## src/rtl/raster_scanout_pkg.sv

```systemverilog
package raster_scanout_pkg;

  typedef enum logic [1:0] {
    BND_X_START = 2'd0,
    BND_X_END   = 2'd1,
    BND_Y_START = 2'd2,
    BND_Y_END   = 2'd3
  } bound_sel_e;

  localparam int NUM_BOUNDS = 4;

  typedef struct packed {
    logic hs;
    logic vs;
    logic act;
  } beam_flags_t;

endpackage

```

## src/rtl/beam_counter.sv

```systemverilog
module beam_counter #(
  parameter int H_TOTAL = 1600,
  parameter int H_SYNC  = 190,
  parameter int V_TOTAL = 521,
  parameter int V_SYNC  = 1,
  parameter int HW      = 11,
  parameter int VW      = 10
) (
  input  logic          clk,
  input  logic          rst_n,
  output logic [HW-1:0] hcnt,
  output logic [VW-1:0] vcnt,
  output logic          hs_lvl,
  output logic          vs_lvl
);

  logic h_last;
  logic v_last;

  assign h_last = (hcnt == HW'(H_TOTAL - 1));
  assign v_last = (vcnt == VW'(V_TOTAL - 1));

  always_ff @(posedge clk or negedge rst_n) begin
    if (!rst_n) begin
      hcnt <= '0;
      vcnt <= '0;
    end else if (h_last) begin
      hcnt <= '0;
      vcnt <= v_last ? '0 : vcnt + VW'(1);
    end else begin
      hcnt <= hcnt + HW'(1);
    end
  end

  assign hs_lvl = (hcnt >= HW'(H_SYNC));
  assign vs_lvl = (vcnt >= VW'(V_SYNC));

endmodule

```

## src/rtl/window_gate.sv

```systemverilog
module window_gate
  import raster_scanout_pkg::*;
#(
  parameter int XW      = 10,
  parameter int VW      = 10,
  parameter int CW      = 10,
  parameter int LW      = 2,
  parameter int X_START = 144,
  parameter int X_END   = 784,
  parameter int Y_START = 31,
  parameter int Y_END   = 511
) (
  input  logic          clk,
  input  logic          rst_n,
  input  logic          cfg_we,
  input  logic [1:0]    cfg_sel,
  input  logic [CW-1:0] cfg_data,
  input  logic [XW-1:0] pix_x,
  input  logic [VW-1:0] line_y,
  input  logic          half,
  output logic          active,
  output logic [LW-1:0] lane,
  output logic          fetch
);

  logic [CW-1:0] bound_q [NUM_BOUNDS];

  function automatic logic [CW-1:0] bound_reset(input int idx);
    case (idx)
      0:       return CW'(X_START);
      1:       return CW'(X_END);
      2:       return CW'(Y_START);
      default: return CW'(Y_END);
    endcase
  endfunction

  for (genvar i = 0; i < NUM_BOUNDS; i++) begin : g_bound
    localparam bound_sel_e FIELD = bound_sel_e'(i);
    always_ff @(posedge clk or negedge rst_n) begin
      if (!rst_n) begin
        bound_q[i] <= bound_reset(i);
      end else if (cfg_we && (cfg_sel == FIELD)) begin
        bound_q[i] <= cfg_data;
      end
    end
  end

  logic [CW-1:0] xe;
  logic [CW-1:0] ye;
  logic in_x;
  logic in_y;

  assign xe   = CW'(pix_x);
  assign ye   = CW'(line_y);
  assign in_x = (xe >= bound_q[int'(BND_X_START)]) && (xe < bound_q[int'(BND_X_END)]);
  assign in_y = (ye >= bound_q[int'(BND_Y_START)]) && (ye < bound_q[int'(BND_Y_END)]);

  assign active = in_x && in_y;
  assign lane   = LW'(pix_x) - LW'(bound_q[int'(BND_X_START)]);
  assign fetch  = active && !half && (lane == '0);

endmodule

```

## src/rtl/pixel_unpack.sv

```systemverilog
module pixel_unpack
  import raster_scanout_pkg::*;
#(
  parameter int WORD_W = 32,
  parameter int RED_W  = 3,
  parameter int GRN_W  = 3,
  parameter int BLU_W  = 2,
  parameter int LW     = 2
) (
  input  logic              clk,
  input  logic              rst_n,
  input  logic              fetch,
  input  logic              fifo_valid,
  input  logic [WORD_W-1:0] fifo_data,
  input  beam_flags_t       flags_in,
  input  logic [LW-1:0]     lane_in,
  output logic              hsync,
  output logic              vsync,
  output logic [RED_W-1:0]  red,
  output logic [GRN_W-1:0]  green,
  output logic [BLU_W-1:0]  blue
);

  localparam int BPP   = RED_W + GRN_W + BLU_W;
  localparam int LANES = WORD_W / BPP;

  logic [WORD_W-1:0] word_q;
  beam_flags_t       flags_q;
  logic [LW-1:0]     lane_q;
  logic [BPP-1:0]    lanes [LANES];
  logic [BPP-1:0]    pix;

  always_ff @(posedge clk or negedge rst_n) begin
    if (!rst_n) begin
      word_q  <= '0;
      flags_q <= '0;
      lane_q  <= '0;
    end else begin
      flags_q <= flags_in;
      lane_q  <= lane_in;
      if (fetch) begin
        word_q <= fifo_valid ? fifo_data : '0;
      end
    end
  end

  for (genvar i = 0; i < LANES; i++) begin : g_lane
    assign lanes[i] = word_q[i*BPP +: BPP];
  end

  assign pix = flags_q.act ? lanes[lane_q] : '0;

  always_ff @(posedge clk or negedge rst_n) begin
    if (!rst_n) begin
      hsync <= 1'b0;
      vsync <= 1'b0;
      red   <= '0;
      green <= '0;
      blue  <= '0;
    end else begin
      hsync <= flags_q.hs;
      vsync <= flags_q.vs;
      red   <= pix[BPP-1 -: RED_W];
      green <= pix[BLU_W+GRN_W-1 -: GRN_W];
      blue  <= pix[BLU_W-1:0];
    end
  end

endmodule

```

## src/rtl/raster_scanout.sv

```systemverilog
module raster_scanout
  import raster_scanout_pkg::*;
#(
  parameter int H_TOTAL = 1600,
  parameter int H_SYNC  = 190,
  parameter int V_TOTAL = 521,
  parameter int V_SYNC  = 1,
  parameter int X_START = 144,
  parameter int X_END   = 784,
  parameter int Y_START = 31,
  parameter int Y_END   = 511,
  parameter int WORD_W  = 32,
  parameter int RED_W   = 3,
  parameter int GRN_W   = 3,
  parameter int BLU_W   = 2,
  localparam int HW = $clog2(H_TOTAL),
  localparam int VW = $clog2(V_TOTAL),
  localparam int XW = HW - 1,
  localparam int CW = (XW > VW) ? XW : VW
) (
  input  logic              clk,
  input  logic              rst_n,
  input  logic              cfg_we,
  input  logic [1:0]        cfg_sel,
  input  logic [CW-1:0]     cfg_data,
  input  logic [WORD_W-1:0] fifo_data,
  input  logic              fifo_valid,
  output logic              fifo_ready,
  output logic              hsync,
  output logic              vsync,
  output logic [RED_W-1:0]  red,
  output logic [GRN_W-1:0]  green,
  output logic [BLU_W-1:0]  blue
);

  localparam int BPP   = RED_W + GRN_W + BLU_W;
  localparam int LANES = WORD_W / BPP;
  localparam int LW    = $clog2(LANES);

  logic [HW-1:0] hcnt;
  logic [VW-1:0] vcnt;
  logic          hs_lvl;
  logic          vs_lvl;
  logic          active;
  logic [LW-1:0] lane;
  logic          fetch;
  beam_flags_t   flags;

  beam_counter #(
    .H_TOTAL(H_TOTAL), .H_SYNC(H_SYNC), .V_TOTAL(V_TOTAL), .V_SYNC(V_SYNC),
    .HW(HW), .VW(VW)
  ) u_beam (
    .clk(clk), .rst_n(rst_n), .hcnt(hcnt), .vcnt(vcnt),
    .hs_lvl(hs_lvl), .vs_lvl(vs_lvl)
  );

  window_gate #(
    .XW(XW), .VW(VW), .CW(CW), .LW(LW),
    .X_START(X_START), .X_END(X_END), .Y_START(Y_START), .Y_END(Y_END)
  ) u_gate (
    .clk(clk), .rst_n(rst_n), .cfg_we(cfg_we), .cfg_sel(cfg_sel),
    .cfg_data(cfg_data), .pix_x(hcnt[HW-1:1]), .line_y(vcnt), .half(hcnt[0]),
    .active(active), .lane(lane), .fetch(fetch)
  );

  assign flags      = '{hs: hs_lvl, vs: vs_lvl, act: active};
  assign fifo_ready = fetch;

  pixel_unpack #(
    .WORD_W(WORD_W), .RED_W(RED_W), .GRN_W(GRN_W), .BLU_W(BLU_W), .LW(LW)
  ) u_unpack (
    .clk(clk), .rst_n(rst_n), .fetch(fetch), .fifo_valid(fifo_valid),
    .fifo_data(fifo_data), .flags_in(flags), .lane_in(lane),
    .hsync(hsync), .vsync(vsync), .red(red), .green(green), .blue(blue)
  );

endmodule

```

## config.mk

```make
export PLATFORM = sky130hd
export DESIGN_NAME = raster_scanout
export DESIGN_NICKNAME = d
export VERILOG_FILES = /design/src/rtl/raster_scanout_pkg.sv /design/src/rtl/beam_counter.sv /design/src/rtl/window_gate.sv /design/src/rtl/pixel_unpack.sv /design/src/rtl/raster_scanout.sv
export SDC_FILE = /design/constraint.sdc
export NUM_CORES = 1
export LEC_CHECK = 0
export ABC_AREA = 1
export BUFFER_PORTS_ARGS = -buffer_cell sky130_fd_sc_hd__buf_2
export CORE_ASPECT_RATIO = 1.4
export CORE_MARGIN = 2
export CORE_UTILIZATION = 40
export DETAILED_ROUTE_END_ITERATION = 10
export GPL_TIMING_DRIVEN = 0
export PLACE_DENSITY = 0.65
export SETUP_SLACK_MARGIN = 0.1
export SKIP_CTS_REPAIR_TIMING = 1
export SLEW_MARGIN = 25
export SYNTH_ARGS = -nofsm -noshare
export SYNTH_HDL_FRONTEND = slang
export SYNTH_SLANG_ARGS = --single-unit
```

## constraint.sdc

```tcl
create_clock -name clk -period 3.5 [get_ports clk]
set_clock_uncertainty 0.2 [all_clocks]
set_input_delay 0.35 -clock clk [delete_from_list [all_inputs] [get_ports clk]]
set_output_delay 0.35 -clock clk [all_outputs]
set_load 0.01 [all_outputs]
```

# After elaboration in Yosys (flattened, before gate mapping)
# Index checks and enable logic that the tools add are counted.
[classes] addsub=3 n_mul=0 n_div=0 magnitude_cmp=7 eq_ne=5 n_shift=0 muxes=7 n_bitwise=1 reduce_logical=12
[op_table] cell="32-bit two-way mux" n=1
[op_table] cell="8-bit two-way mux" n=3
[op_table] cell="10-bit greater-or-equal comparator" n=2
[op_table] cell="10-bit < comparator" n=2
[op_table] cell="8-bit binary-select mux with 2-bit select" n=1
[op_table] cell="11-bit by 1-bit adder with 11-bit output, second input constant" n=1
[op_table] cell="11-bit == test, second input constant" n=1
[op_table] cell="11-bit by 8-bit greater-or-equal comparator with 1-bit output, second input constant" n=1
[op_table] cell="11-bit two-way mux" n=1
[op_table] cell="10-bit by 1-bit adder with 10-bit output, second input constant" n=1
[op_table] cell="10-bit == test, second input constant" n=1
[op_table] cell="10-bit by 1-bit greater-or-equal comparator with 1-bit output, second input constant" n=1
[op_table] cell="10-bit two-way mux" n=1
[op_table] cell="1-bit logical AND" n=9
[op_table] cell="2-bit == test, second input constant" n=2
[op_table] cell="2-bit zero test" n=2
[op_table] cell="3-bit greater-or-equal comparator, second input constant" n=1
[op_table] cell="2-bit NOT with 3-bit output" n=1
[op_table] cell="2-bit by 1-bit == test with 1-bit output, second input constant" n=1
[op_table] cell="2-bit subtractor" n=1
[op_table] cell="1-bit zero test" n=1
[totals] register_bits=108 latch_bits=0 ramBits=0 rom_bits=0 inputBits=48 output_inout_bits=11 word_cells=51 memories=0

# Longest topological paths before layout
# Gate-level depths: netlist of the first run.
[logic_depth] depth_word=5 mapped_depth=14 mapped_depth_nobuf=13

# Hierarchy
# From an unflattened synthesis of the first run, not the netlist that was laid out.
[unflattened] cells_unflattened=706 hier_area_um2=5773.0
[modules_own_cells] mod="window_gate" n_inst=1 cells_per_inst=332 area_per_inst_um2=2572.5 seq_area_each_um2=1024.7
[modules_own_cells] mod="pixel_unpack" n_inst=1 cells_per_inst=216 area_per_inst_um2=1961.9 seq_area_each_um2=1176.1
[modules_own_cells] mod="beam_counter" n_inst=1 cells_per_inst=158 area_per_inst_um2=1238.7 seq_area_each_um2=525.5

# Worst setup path before layout of the first run
# OpenSTA, ideal clock, no wires.
[synth_timing] path_type="flip-flop to output port" from="register u_beam.hcnt[1]" to="output fifo_ready" t_arrival_ps=1754 t_required_ps=2950 path_slack_ps=1196 stages_incl_launch_ff=9 n_path_buf=1 path_cell_list="dfrtp_1 -> inv_2 -> ha_1 -> fa_1 -> inv_1 -> nor3_4 -> nand3_4 -> buf_6 -> inv_1"
[synth_via] word_cells_on_any_way=8 classes_between="add/sub: 1; order compare: 2; reduce/logical: 5"
[synth_rtl] item="from (decl)" line_no="beam_counter.sv:11" source="output logic [HW-1:0] hcnt,"
[synth_rtl] item="from (signal assigned)" line_no="beam_counter.sv:31" source="hcnt <= hcnt + HW'(1);"
[synth_rtl] item="2-bit subtractor" line_no="window_gate.sv:59" source="assign lane = LW'(pix_x) - LW'(bound_q[int'(BND_X_START)]);"
[synth_rtl] item="named net lane[1]" line_no="raster_scanout.sv:45" source="logic [LW-1:0] lane;"
[synth_rtl] item="2-bit zero test" line_no="window_gate.sv:60" source="assign fetch = active && !half && (lane == '0);"
[synth_rtl] item="1-bit logical AND" line_no="window_gate.sv:60"
[synth_rtl] item="to (decl)" line_no="raster_scanout.sv:28" source="output logic fifo_ready,"
# The timed path passes the listed nets, and every way through them passes these cells.

# Worst setup path after layout of the first run
[layout_timing] from="register u_beam.hcnt[1]" to="output fifo_ready"
[layout_via] elab_chain_len=5 word_cells_on_any_way=8 classes_between="add/sub: 1; order compare: 2; reduce/logical: 5"
[layout_rtl] item="10-bit greater-or-equal comparator or 10-bit < comparator (tied branches)" line_no="window_gate.sv:55" source="assign in_x = (xe >= bound_q[int'(BND_X_START)]) && (xe < bound_q[int'(BND_X_END)]);"
[layout_rtl] item="1-bit logical AND" line_no="window_gate.sv:55"
[layout_rtl] item="1-bit logical AND" line_no="window_gate.sv:58" source="assign active = in_x && in_y;"
[layout_rtl] item="1-bit logical AND" line_no="window_gate.sv:60"
[layout_rtl] item="1-bit logical AND (*)" line_no="window_gate.sv:60"
# Every way passes the cells marked *; elsewhere a longest branch is shown, timed or not.

==> impl_metrics.csv, run 1 <==
group,metric,value,unit
global_route,grt_use_met1,21.1,%
global_route,grt_pass1_wl,22.6,mm
cells_and_area,nNetsFinal,911,
global_route,antenna_found_initial,0,
drt,wirelength,13.5,mm
clock_network,cts_buffer_depth,2,
drt,vias,4758,
pwr,p_seq_share,48.7,%
floorplanning,die_area,15900,um^2
yosys,synth-xor-area-share,1.62,%
timing,rsz0062_at_grt,"no",
drt,drt_drc_violations_left,0,
yosys,synth.area.mux_share,0,%
timing,tns,0,ns
clock_network,cts_tree,"built",
yosys,yosysSeqAreaShare,45.7,%
setup_path,arrival,2.42,ns
pwr,total_power,3020,uW
floorplanning,io_pins,59,
setup_path,path_common_cell,"nand2_1",
pwr,clkPwrFrac,33.8,%
cells_and_area,layout-drive-gt1-share,14.2,%
clock_network,clock-sinks,108,
yosys,synth_adder_area_share,9.36,%
setup_path,start_kind,"register",
floorplanning,die_h,148,um
setup_path,reg2reg_from,"u_beam.hcnt[1]",
global_route,grt_overflow,0,
setup_path,cp_slowest_cell,"dfrtp_1",
placed_design,port_buffers,58,
timing,tightest_slew,0.529,ns
yosys,synthDistinctLibCells,35,
pwr,power_density,443,nW/um^2
clock_network,clock_latency,0.34,ns
floorplanning,rows,52,
min_path,hp-class,"primary input to register",
cells_and_area,fin_area,6830,um^2
yosys,netlist_instances,748,
placed_design,preCtsSetupSlack,0.894,ns
timing,holdWs,0.110,ns
timing,slew_violations,0,
clock_network,root_buffer,"clkbuf_16",
setup_path,r2r_slack,0.96,ns
floorplanning,dieWidth,107,um
global_route,grt_pass1_vias,4743,
setup_path,crit_fanout,10,
outcome,status,"complete, no violations",
placed_design,place_congestion,0.859,
setup_path,crit_path_end,"fifo_ready",
timing,timing.fmax,336,MHz
global_route,top_usage_layer,"met2",
pwr,swShare,28.2,%
pwr,peakVddDrop,0.270,mV
yosys,yosys_warnings,0,
setup_path,regToRegEndpoint,"u_unpack.word_q[21]",
yosys,syn_area,5960,um^2
timing,worst_slew_margin_rel,64.7,%
placed_design,place_area,6520,um^2
drt,ant_nets,0,
drt,dr.pass1.iters,5,
pwr,pwr-share-comb,17.5,%
yosys,postSynthNetCount,840,
timing,hold_viol,0,
drt,vias_per_cell,4.70,
cells_and_area,final_cell_mix,"nand2_1 (204), inv_1 (121), dfrtp_1 (89)",
clock_network,path_clk_slew,0.07,ns
global_route,grt_max_degree,71,
drt,routedWlPerCell,13.3,um
yosys,synth_compound_gate_area_share,8.17,%
setup_path,cpPeakStageDelay,0.44,ns
clock_network,numCtsBuffers,9,
global_route,grt_util_all_layers,18.0,%
yosys,synth-simple-area-share,24.7,%
timing,layout_setup_ws,0.527,ns
drt,drt-initial-drc-count,281,
cells_and_area,area_growth,14.5,%
global_route,grt_use_met2,33.3,%
clock_network,htreeDepth,3,
setup_path,worstPathRequired,2.95,ns
timing,post-route-period-util,84.9,%
setup_path,cp-startpoint,"u_beam.hcnt[1]",
run,cap_violations,0,
yosys,syn_area_per_cell,7.97,um^2
pwr,p_sw,854,uW
timing,setup_viol_count_final,0,
setup_path,reg2reg_depth,8,
placed_design,hpwl,10.2,mm
setup_path,crit_chain,"inv_2 > ha_1 > fa_1 > nand2_1 > nand3_1 > nand2_1 > nor2_1 > nor2_4 > nand3_4 > buf_6 > inv_1 > buf_2",
yosys,synth_top_family_by_area,"simple AND/OR/NAND/NOR gates",
yosys,ys_seq_elements,108,
cells_and_area,diodes,0,
setup_path,cp-end-kind,"output port",
floorplanning,core,14500,um^2
cells_and_area,final_common_cell,"nand2_1",
global_route,grt_util_met3,2.59,%
floorplanning,initial_utilization,41.1,%
pwr,p_leak,0.00369,uW
timing,period_minus_slack,2.97,ns
setup_path,crit_type,"register to output port",
pwr,p_int,2170,uW
[metal layers]
| layer | up-vias | share of wire, % |
|---|---|---|
| met5 | - | 0 |
| met4 | 0 | 1.4 |
| met3 | 15 | 2.6 |
| met2 | 77 | 54 |
| met1 | 2164 | 42 |
| li1 | 2502 | - |
[state kept, by name, indices dropped and copies added (netlist names), 2 cells and up]
| name | count |
|---|---|
| u_gate.bound_q | 40 |
| u_unpack.blue | 2 |
| u_unpack.green | 3 |
| u_unpack.flags_q | 3 |
| u_unpack.red | 3 |
| u_beam.hcnt | 11 |
| u_unpack.word_q | 32 |
| u_beam.vcnt | 10 |
| u_unpack.lane_q | 2 |
[worst max-delay path: cells and delay by family (launching register included)]
kind,cells,cell delay [ns]
flops,1,0.44
buf+inv,4,0.41
simple gates,6,0.66
fa+ha+maj,2,0.56
[power groups by stage]
stage / clock (uW) / combinational, uW / sequential, uW
after floorplan: 0 / 366 / 1470
after global placement: 0 / 521 / 1490
after detailed placement: 0 / 534 / 1490
after CTS: 1050 / 538 / 1470
after global routing: 1110 / 623 / 1490
final: 1020 / 530 / 1470
[through the flow]
stage / cells / util [%]
finish: 1013 / 47.0
global route: 1013 / 47.0
CTS: 1012 / 47.0
detailed placement: 996 / 44.9
global placement: 995 / 44.7
floorplan: 748 / -
[cell families after synthesis]
kind of cell,count (synthesis)
flops,108
compound gates,92
buf+inv,152
simple gates,341
xor+xnor,11
fa+ha+maj,44
[synth_stat cells, drive strengths merged]
cell | count | area (um^2)
nand4 | 34 | 213
dfstp | 19 | 499
a21boi | 2 | 18.8
xnor2 | 2 | 17.5
inv | 124 | 465
xor2 | 9 | 78.8
o21ai | 64 | 320
buf | 12 | 92.6
o2111ai | 2 | 17.5
nand3 | 22 | 128
a21o | 4 | 30.0
nor3 | 9 | 61.3
clkbuf | 16 | 60.1
nor2 | 68 | 275
fa | 1 | 20.0
a21oi | 20 | 100
nand2 | 205 | 772
ha | 43 | 538
and2 | 1 | 6.26
dfrtp | 89 | 2230
nor4 | 2 | 18.8
[layout make-up]
type	instances	area, um^2
clock inverter	4	48.8
multi-input combinational	488	2620
buffer	28	153
fill	1458	7680
inverter	124	465
tap	189	236
clock buffer	12	246
sequential	108	2730
timing repair buffer	60	334
[worst min-delay path by stage]
stage | slack (ns) | cells past startpoint | start | to
floorplan | -0.15 | 0 | rst_n | u_beam.hcnt[0]
global placement | 0.14 | 0 | u_unpack.flags_q[1] | u_unpack.vsync
detailed placement | 0.08 | 1 | rst_n | u_gate.bound_q[26]
CTS | -0.29 | 1 | rst_n | u_gate.bound_q[26]
global route | 0.13 | 3 | cfg_data[0] | u_gate.bound_q[0]
finish | 0.11 | 3 | cfg_data[0] | u_gate.bound_q[10]
(Power assumes the default switching activity.)
==> inputs of run 2 (changes only) <==
--- a/config.mk
+++ b/config.mk
@@ -12,7 +12,7 @@
 export CORE_UTILIZATION = 40
 export DETAILED_ROUTE_END_ITERATION = 10
 export GPL_TIMING_DRIVEN = 0
-export PLACE_DENSITY = 0.65
+export PLACE_DENSITY = 0.67
 export SETUP_SLACK_MARGIN = 0.1
 export SKIP_CTS_REPAIR_TIMING = 1
 export SLEW_MARGIN = 25
==> constraint.sdc (replaced) <==
create_clock -name clk -period 2.4 [get_ports clk]
set_clock_uncertainty 0.2 [all_clocks]
set_input_delay 0.24 -clock clk [delete_from_list [all_inputs] [get_ports clk]]
set_output_delay 0.24 -clock clk [all_outputs]
set_load 0.01 [all_outputs]
==> run 2 against run 1 <==
Compared with the run above: first-iteration DRC count down 16%; sequential share of layout area fell by 1.4 points; the run now ends with hold timing, setup timing left; hold slack worse by 0.11 ns; critical path depth shrank 1; combinational power grew 55%; highest routed layer unchanged; routed wire length grew 1.7%; clock power increased by 66%; sequential power up 46%; power grew 54%; flip-flop and latch count stayed put; die area is the same; clock-buffer cell count is 1 lower.
==> impl_metrics.csv, run 2 (synthesis results as in run 1) <==
group,metric,value,unit
outcome,status,"finished with violations",
outcome,violations,"hold timing, setup timing",
cells_and_area,fin_area,7100,um^2
pwr,peakVddDrop,0.449,mV
floorplanning,io_pins,59,
setup_path,cp-startpoint,"u_gate.bound_q[37]",
cells_and_area,layout-drive-gt1-share,18.7,%
floorplanning,core,14500,um^2
clock_network,path_clk_slew,0.07,ns
clock_network,cts_tree,"built",
setup_path,crit_type,"register to output port",
clock_network,htreeDepth,3,
pwr,swShare,27.5,%
global_route,grt_pass1_vias,4793,
drt,vias_per_cell,4.78,
cells_and_area,diodes,0,
drt,drt-initial-drc-count,236,
setup_path,worstPathRequired,1.96,ns
placed_design,place_congestion,0.830,
global_route,grt_max_degree,76,
timing,rsz0062_at_grt,"yes",
setup_path,reg2reg_depth,12,
floorplanning,initial_utilization,41.1,%
pwr,p_sw,1280,uW
cells_and_area,final_common_cell,"nand2_1",
placed_design,place_area,6520,um^2
timing,slew_violations,0,
global_route,grt_util_all_layers,18.3,%
floorplanning,dieWidth,107,um
cells_and_area,top_regs,"u_gate.bound_q (40), u_unpack.word_q (32), u_beam.hcnt (11)",
placed_design,dpl.cell_count,996,
clock_network,clock-sinks,108,
drt,wirelength,13.7,mm
setup_path,crit_fanout,7,
drt,routedWlPerCell,13.4,um
global_route,antenna_found_initial,0,
setup_path,cpPeakStageDelay,0.55,ns
floorplanning,die_h,148,um
clock_network,cts_buffer_depth,2,
setup_path,cp_slowest_cell,"dfstp_2",
pwr,p_leak,0.00378,uW
timing,worst_slew_margin_rel,65.3,%
timing,timing.fmax,376,MHz
cells_and_area,nNetsFinal,923,
timing,holdWs,-0.000453,ns
clock_network,root_buffer,"clkbuf_16",
drt,drt_drc_violations_left,0,
cells_and_area,area_growth,19.1,%
pwr,power_density,656,nW/um^2
setup_path,crit_chain,"inv_2 > ha_4 > nand2_4 > nor2_4 > a21boi_2 > nor2_2 > nor2_4 > nand3_4 > buf_6 > inv_2 > buf_6",
setup_path,r2r_slack,0.11,ns
clock_network,numCtsBuffers,9,
timing,period_minus_slack,2.66,ns
timing,hold_viol,1,
min_path,hp-class,"primary input to register",
cells_and_area,final_cell_mix,"nand2_1 (199), inv_1 (118), dfrtp_1 (84)",
timing,layout_setup_ws,-0.260,ns
drt,vias,4901,
setup_path,regToRegEndpoint,"u_unpack.word_q[5]",
pwr,p_seq_share,46.1,%
setup_path,reg2reg_from,"u_gate.bound_q[37]",
cells_and_area,largest_reg_flops,40,
floorplanning,rows,52,
placed_design,port_buffers,58,
setup_path,arrival,2.22,ns
cells_and_area,top_register,"u_gate.bound_q",
floorplanning,die_area,15900,um^2
timing,tightest_slew,0.520,ns
min_path,hold_depth,3,
pwr,total_power,4660,uW
global_route,grt_overflow,0,
setup_path,start_kind,"register",
run,cap_violations,0,
timing,post-route-period-util,111,%
drt,dr.pass1.iters,4,
global_route,grt_pass1_wl,22.8,mm
cells_and_area,instances_no_fill,1025,
clock_network,clock_latency,0.35,ns
pwr,p_int,3380,uW
timing,setup_viol_count_final,1,
setup_path,crit_path_end,"fifo_ready",
placed_design,hpwl,10.2,mm
setup_path,cp-end-kind,"output port",
drt,ant_nets,0,
pwr,pwr-share-comb,17.6,%
pwr,clkPwrFrac,36.2,%
-- run 2: cell count changes in the layout (fill, tap and decap cells not counted), sizes merged --
cell         previous run  this run
bufinv                  1         3
clkinv                  3         2
buf                    71        85
clkbuf                 28        24
dlygate4sd3             1         2
-- run 2: routing by layer --
layer  up-vias  global-route usage, %  routed length [um]
li1       2518                      -                   -
met1      2275                   21.2                5610
met2        87                   33.4                7400
met3        21                   3.16                 412
met4         0                   7.08                 269
met5         -                      0                   0
-- run 2: power groups by stage --
stage | clock (uW) | combinational, uW | sequential, uW
global placement | 0 | 752 | 2170
detailed placement | 0 | 774 | 2180
global route | 1790 | 953 | 2170
CTS | 1720 | 782 | 2150
finish | 1690 | 821 | 2150
floorplan | 0 | 533 | 2150
-- run 2: final cells by class --
class / instances / area (um^2)
clock inverter: 5 / 100
sequential: 108 / 2730
buffer: 28 / 169
clock buffer: 11 / 233
tap: 189 / 236
inverter: 124 / 465
fill: 1445 / 7410
multi-input combinational: 488 / 2720
timing repair buffer: 72 / 437
-- run 2: worst min path at each step --
| stage | slack [ns] | endpoint | from |
|---|---|---|---|
| 2_1_floorplan | -0.26 | u_beam.hcnt[0] | rst_n |
| 3_3_place_gp | 0.14 | u_unpack.vsync | u_unpack.flags_q[1] |
| 3_5_place_dp | -0.04 | u_gate.bound_q[16] | rst_n |
| 4_1_cts | -0.42 | u_beam.vcnt[5] | rst_n |
| 5_1_grt | 0.03 | u_gate.bound_q[21] | cfg_data[1] |
| 6_report | -0.0005 | u_gate.bound_q[12] | cfg_data[2] |
-- run 2: stage by stage --
stage               setup WS, ns  TNS [ns]  util, %
floorplan                  0.206         0        -
global placement          -0.374    -32.87     44.7
detailed placement        -0.113    -0.855     44.9
CTS                       -0.508     -1.53     47.2
global route              -0.363    -0.363     48.9
finish                    -0.260    -0.260     48.9
-- run 2: worst max-delay path, delay by kind of cell, from the launching register on --
kind / cells / cell delay, ns
flops: 1 / 0.55
buf+inv: 4 / 0.35
compound gates: 1 / 0.18
simple gates: 5 / 0.55
fa+ha+maj: 1 / 0.27
==> inputs of run 3 (changes only) <==
--- a/config.mk
+++ b/config.mk
@@ -14,7 +14,6 @@
 export GPL_TIMING_DRIVEN = 0
 export PLACE_DENSITY = 0.67
 export SETUP_SLACK_MARGIN = 0.1
-export SKIP_CTS_REPAIR_TIMING = 1
 export SLEW_MARGIN = 25
 export SYNTH_ARGS = -nofsm -noshare
 export SYNTH_HDL_FRONTEND = slang
==> run 3 against run 2 <==
Compared with the run above: the flow still finishes with violations (hold timing, setup timing); sequential power is essentially flat; clock-buffer cell count did not move; power is 1.4% higher; core utilization up 1.3 points; cell area rose by 2.6%; die area is the same; flip-flop and latch count stayed put; largest cell class is now multi-input combinational cells.
==> impl_metrics.csv, run 3 (synthesis results as in run 1) <==
group,metric,value,unit
min_path,hp-class,"primary input to register",
floorplanning,dieWidth,107,um
pwr,power_density,648,nW/um^2
pwr,p_seq_share,45.5,%
setup_path,crit_path_end,"fifo_ready",
floorplanning,die_h,148,um
floorplanning,rows,52,
outcome,violations,"hold timing, setup timing",
timing,tightest_slew,0.521,ns
setup_path,cpPeakStageDelay,0.45,ns
timing,rsz0062_at_grt,"yes",
drt,vias,4986,
timing,period_minus_slack,2.55,ns
setup_path,crit_type,"register to output port",
pwr,total_power,4720,uW
pwr,p_leak,0.00382,uW
timing,timing.fmax,392,MHz
clock_network,clock-sinks,108,
cells_and_area,diodes,0,
placed_design,hpwl,10.2,mm
timing,slew_violations,0,
pwr,p_sw,1310,uW
setup_path,arrival,2.11,ns
setup_path,reg2reg_from,"u_beam.hcnt[1]",
setup_path,worstPathRequired,1.96,ns
drt,routedWlPerCell,14.0,um
run,cap_violations,0,
cells_and_area,largest_reg_flops,40,
setup_path,crit_chain,"ha_1 > nand2_1 > nor2_2 > a21boi_2 > nor2_2 > nor2_4 > nand3_4 > buf_6 > inv_2 > buf_6",
cells_and_area,multiInputGateArea,2790,um^2
floorplanning,io_pins,59,
drt,wirelength,14.5,mm
timing,holdWs,-0.00518,ns
timing,hold_viol,2,
drt,drt_drc_violations_left,0,
cells_and_area,area_growth,22.2,%
timing,post-route-period-util,106,%
timing,setup_viol_count_final,1,
floorplanning,initial_utilization,41.1,%
placed_design,preCtsSetupSlack,-0.113,ns
outcome,status,"finished with violations",
setup_path,cp-startpoint,"u_beam.vcnt[9]",
cells_and_area,final_common_cell,"nand2_1",
clock_network,numCtsBuffers,9,
pwr,pwr-share-comb,18.6,%
min_path,min-delay-start,"cfg_data[2]",
setup_path,crit_fanout,5,
global_route,grt_pass1_vias,4847,
setup_path,start_kind,"register",
cells_and_area,layout-drive-gt1-share,21.0,%
drt,drt-initial-drc-count,188,
clock_network,clock_latency,0.36,ns
cells_and_area,nNetsFinal,928,
floorplanning,core,14500,um^2
global_route,grt_max_degree,76,
cells_and_area,final_cell_mix,"nand2_1 (198), inv_1 (116), dfrtp_1 (79)",
setup_path,cp_top_family,"simple AND/OR/NAND/NOR gates",
cells_and_area,top_regs,"u_gate.bound_q (40), u_unpack.word_q (32), u_beam.hcnt (11)",
setup_path,cp_num_buf_inv,3,
placed_design,place_congestion,0.830,
clock_network,root_buffer,"clkbuf_16",
timing,worst_slew_margin_rel,65.3,%
cells_and_area,nFillCells,1424,
cells_and_area,seqCellArea,2740,um^2
setup_path,reg2reg_depth,13,
pwr,swShare,27.7,%
drt,vias_per_cell,4.84,
setup_path,cp.depth,10,
global_route,antenna_found_initial,0,
cells_and_area,top_register,"u_gate.bound_q",
placed_design,port_buffers,58,
timing,layout_setup_ws,-0.152,ns
drt,ant_nets,0,
pwr,peakVddDrop,0.455,mV
clock_network,htreeDepth,3,
global_route,grt_util_all_layers,18.7,%
clock_network,path_clk_slew,0.07,ns
clock_network,cts_tree,"built",
setup_path,cp_slowest_cell,"dfrtp_2",
setup_path,cp-end-kind,"output port",
pwr,p_int,3410,uW
global_route,grt_pass1_wl,23.2,mm
pwr,clkPwrFrac,35.9,%
timing,tns,-0.152,ns
clock_network,cts_buffer_depth,2,
drt,dr.pass1.iters,4,
setup_path,regToRegEndpoint,"u_unpack.word_q[6]",
global_route,grt_overflow,0,
setup_path,r2r_slack,0.15,ns
cells_and_area,final_util,50.2,%
floorplanning,die_area,15900,um^2
[run 3: cell count changes in the layout (fill, tap and decap cells not counted), sizes merged]
cell	delta
buf	+2
clkbuf	+2
dlygate4sd3	+1
[run 3: tightest hold or removal path, stage by stage]
cell,delay [ns]
buf_2,0.09
inv_1,0.10
o21ai_0,0.10
[run 3: stage by stage]
stage               hold slack (ns)  area [um^2]  std cells
floorplan                    -0.256         5960        748
global placement              0.136         6490        995
detailed placement          -0.0417         6520        996
CTS                         0.00490         6980       1021
global route                 0.0254         7280       1030
finish                     -0.00518         7280       1030
[run 3: area by class of cell]
class                   count  share of cell area, %
plain buffers              28                   2.77
clock buffers              11                   3.20
clock inverters             5                   1.37
inverters                 124                   6.39
multi-input cells         488                   38.3
flip-flops and latches    108                   37.6
well taps                 189                   3.25
repair buffers             77                   7.13
[run 3: worst min-delay path by stage]
stage | cells past startpoint | slack [ns] | end
after detailed placement | 1 | -0.04 | u_gate.bound_q[16]
after floorplan | 0 | -0.26 | u_beam.hcnt[0]
after global placement | 0 | 0.14 | u_unpack.vsync
final | 3 | -0.005 | u_gate.bound_q[12]
after global routing | 3 | 0.03 | u_gate.bound_q[21]
after CTS | 3 | 0.005 | u_gate.bound_q[2]
[run 3: timing repair]
item	4_1_cts	5_1_grt
pin swaps	15	15
setup endpoints to repair	31	31
hold buffers	3	0
gates resized for setup	17	53
hold endpoints to repair	102	0
buffers inserted	6	6
cloned	0	4
[run 3: power by group through the flow]
| stage | combinational (uW) | sequential [uW] | clock [uW] |
|---|---|---|---|
| 6_report | 878 | 2150 | 1690 |
| 5_1_grt | 1010 | 2170 | 1800 |
| 4_1_cts | 810 | 2150 | 1720 |
| 3_5_place_dp | 774 | 2180 | 0 |
| 3_3_place_gp | 752 | 2170 | 0 |
| 2_1_floorplan | 533 | 2150 | 0 |
[run 3: per-layer routing]
metal / routed length [um] / share of wire (%) / track usage (%) / vias up
met1: 5710 / 39 / 21.4 / 2337
met2: 7950 / 55 / 34.3 / 89
met5: 0 / 0 / 0 / -
met4: 365 / 2.5 / 7.08 / 0
met3: 441 / 3.1 / 3.16 / 27
li1: - / - / - / 2533
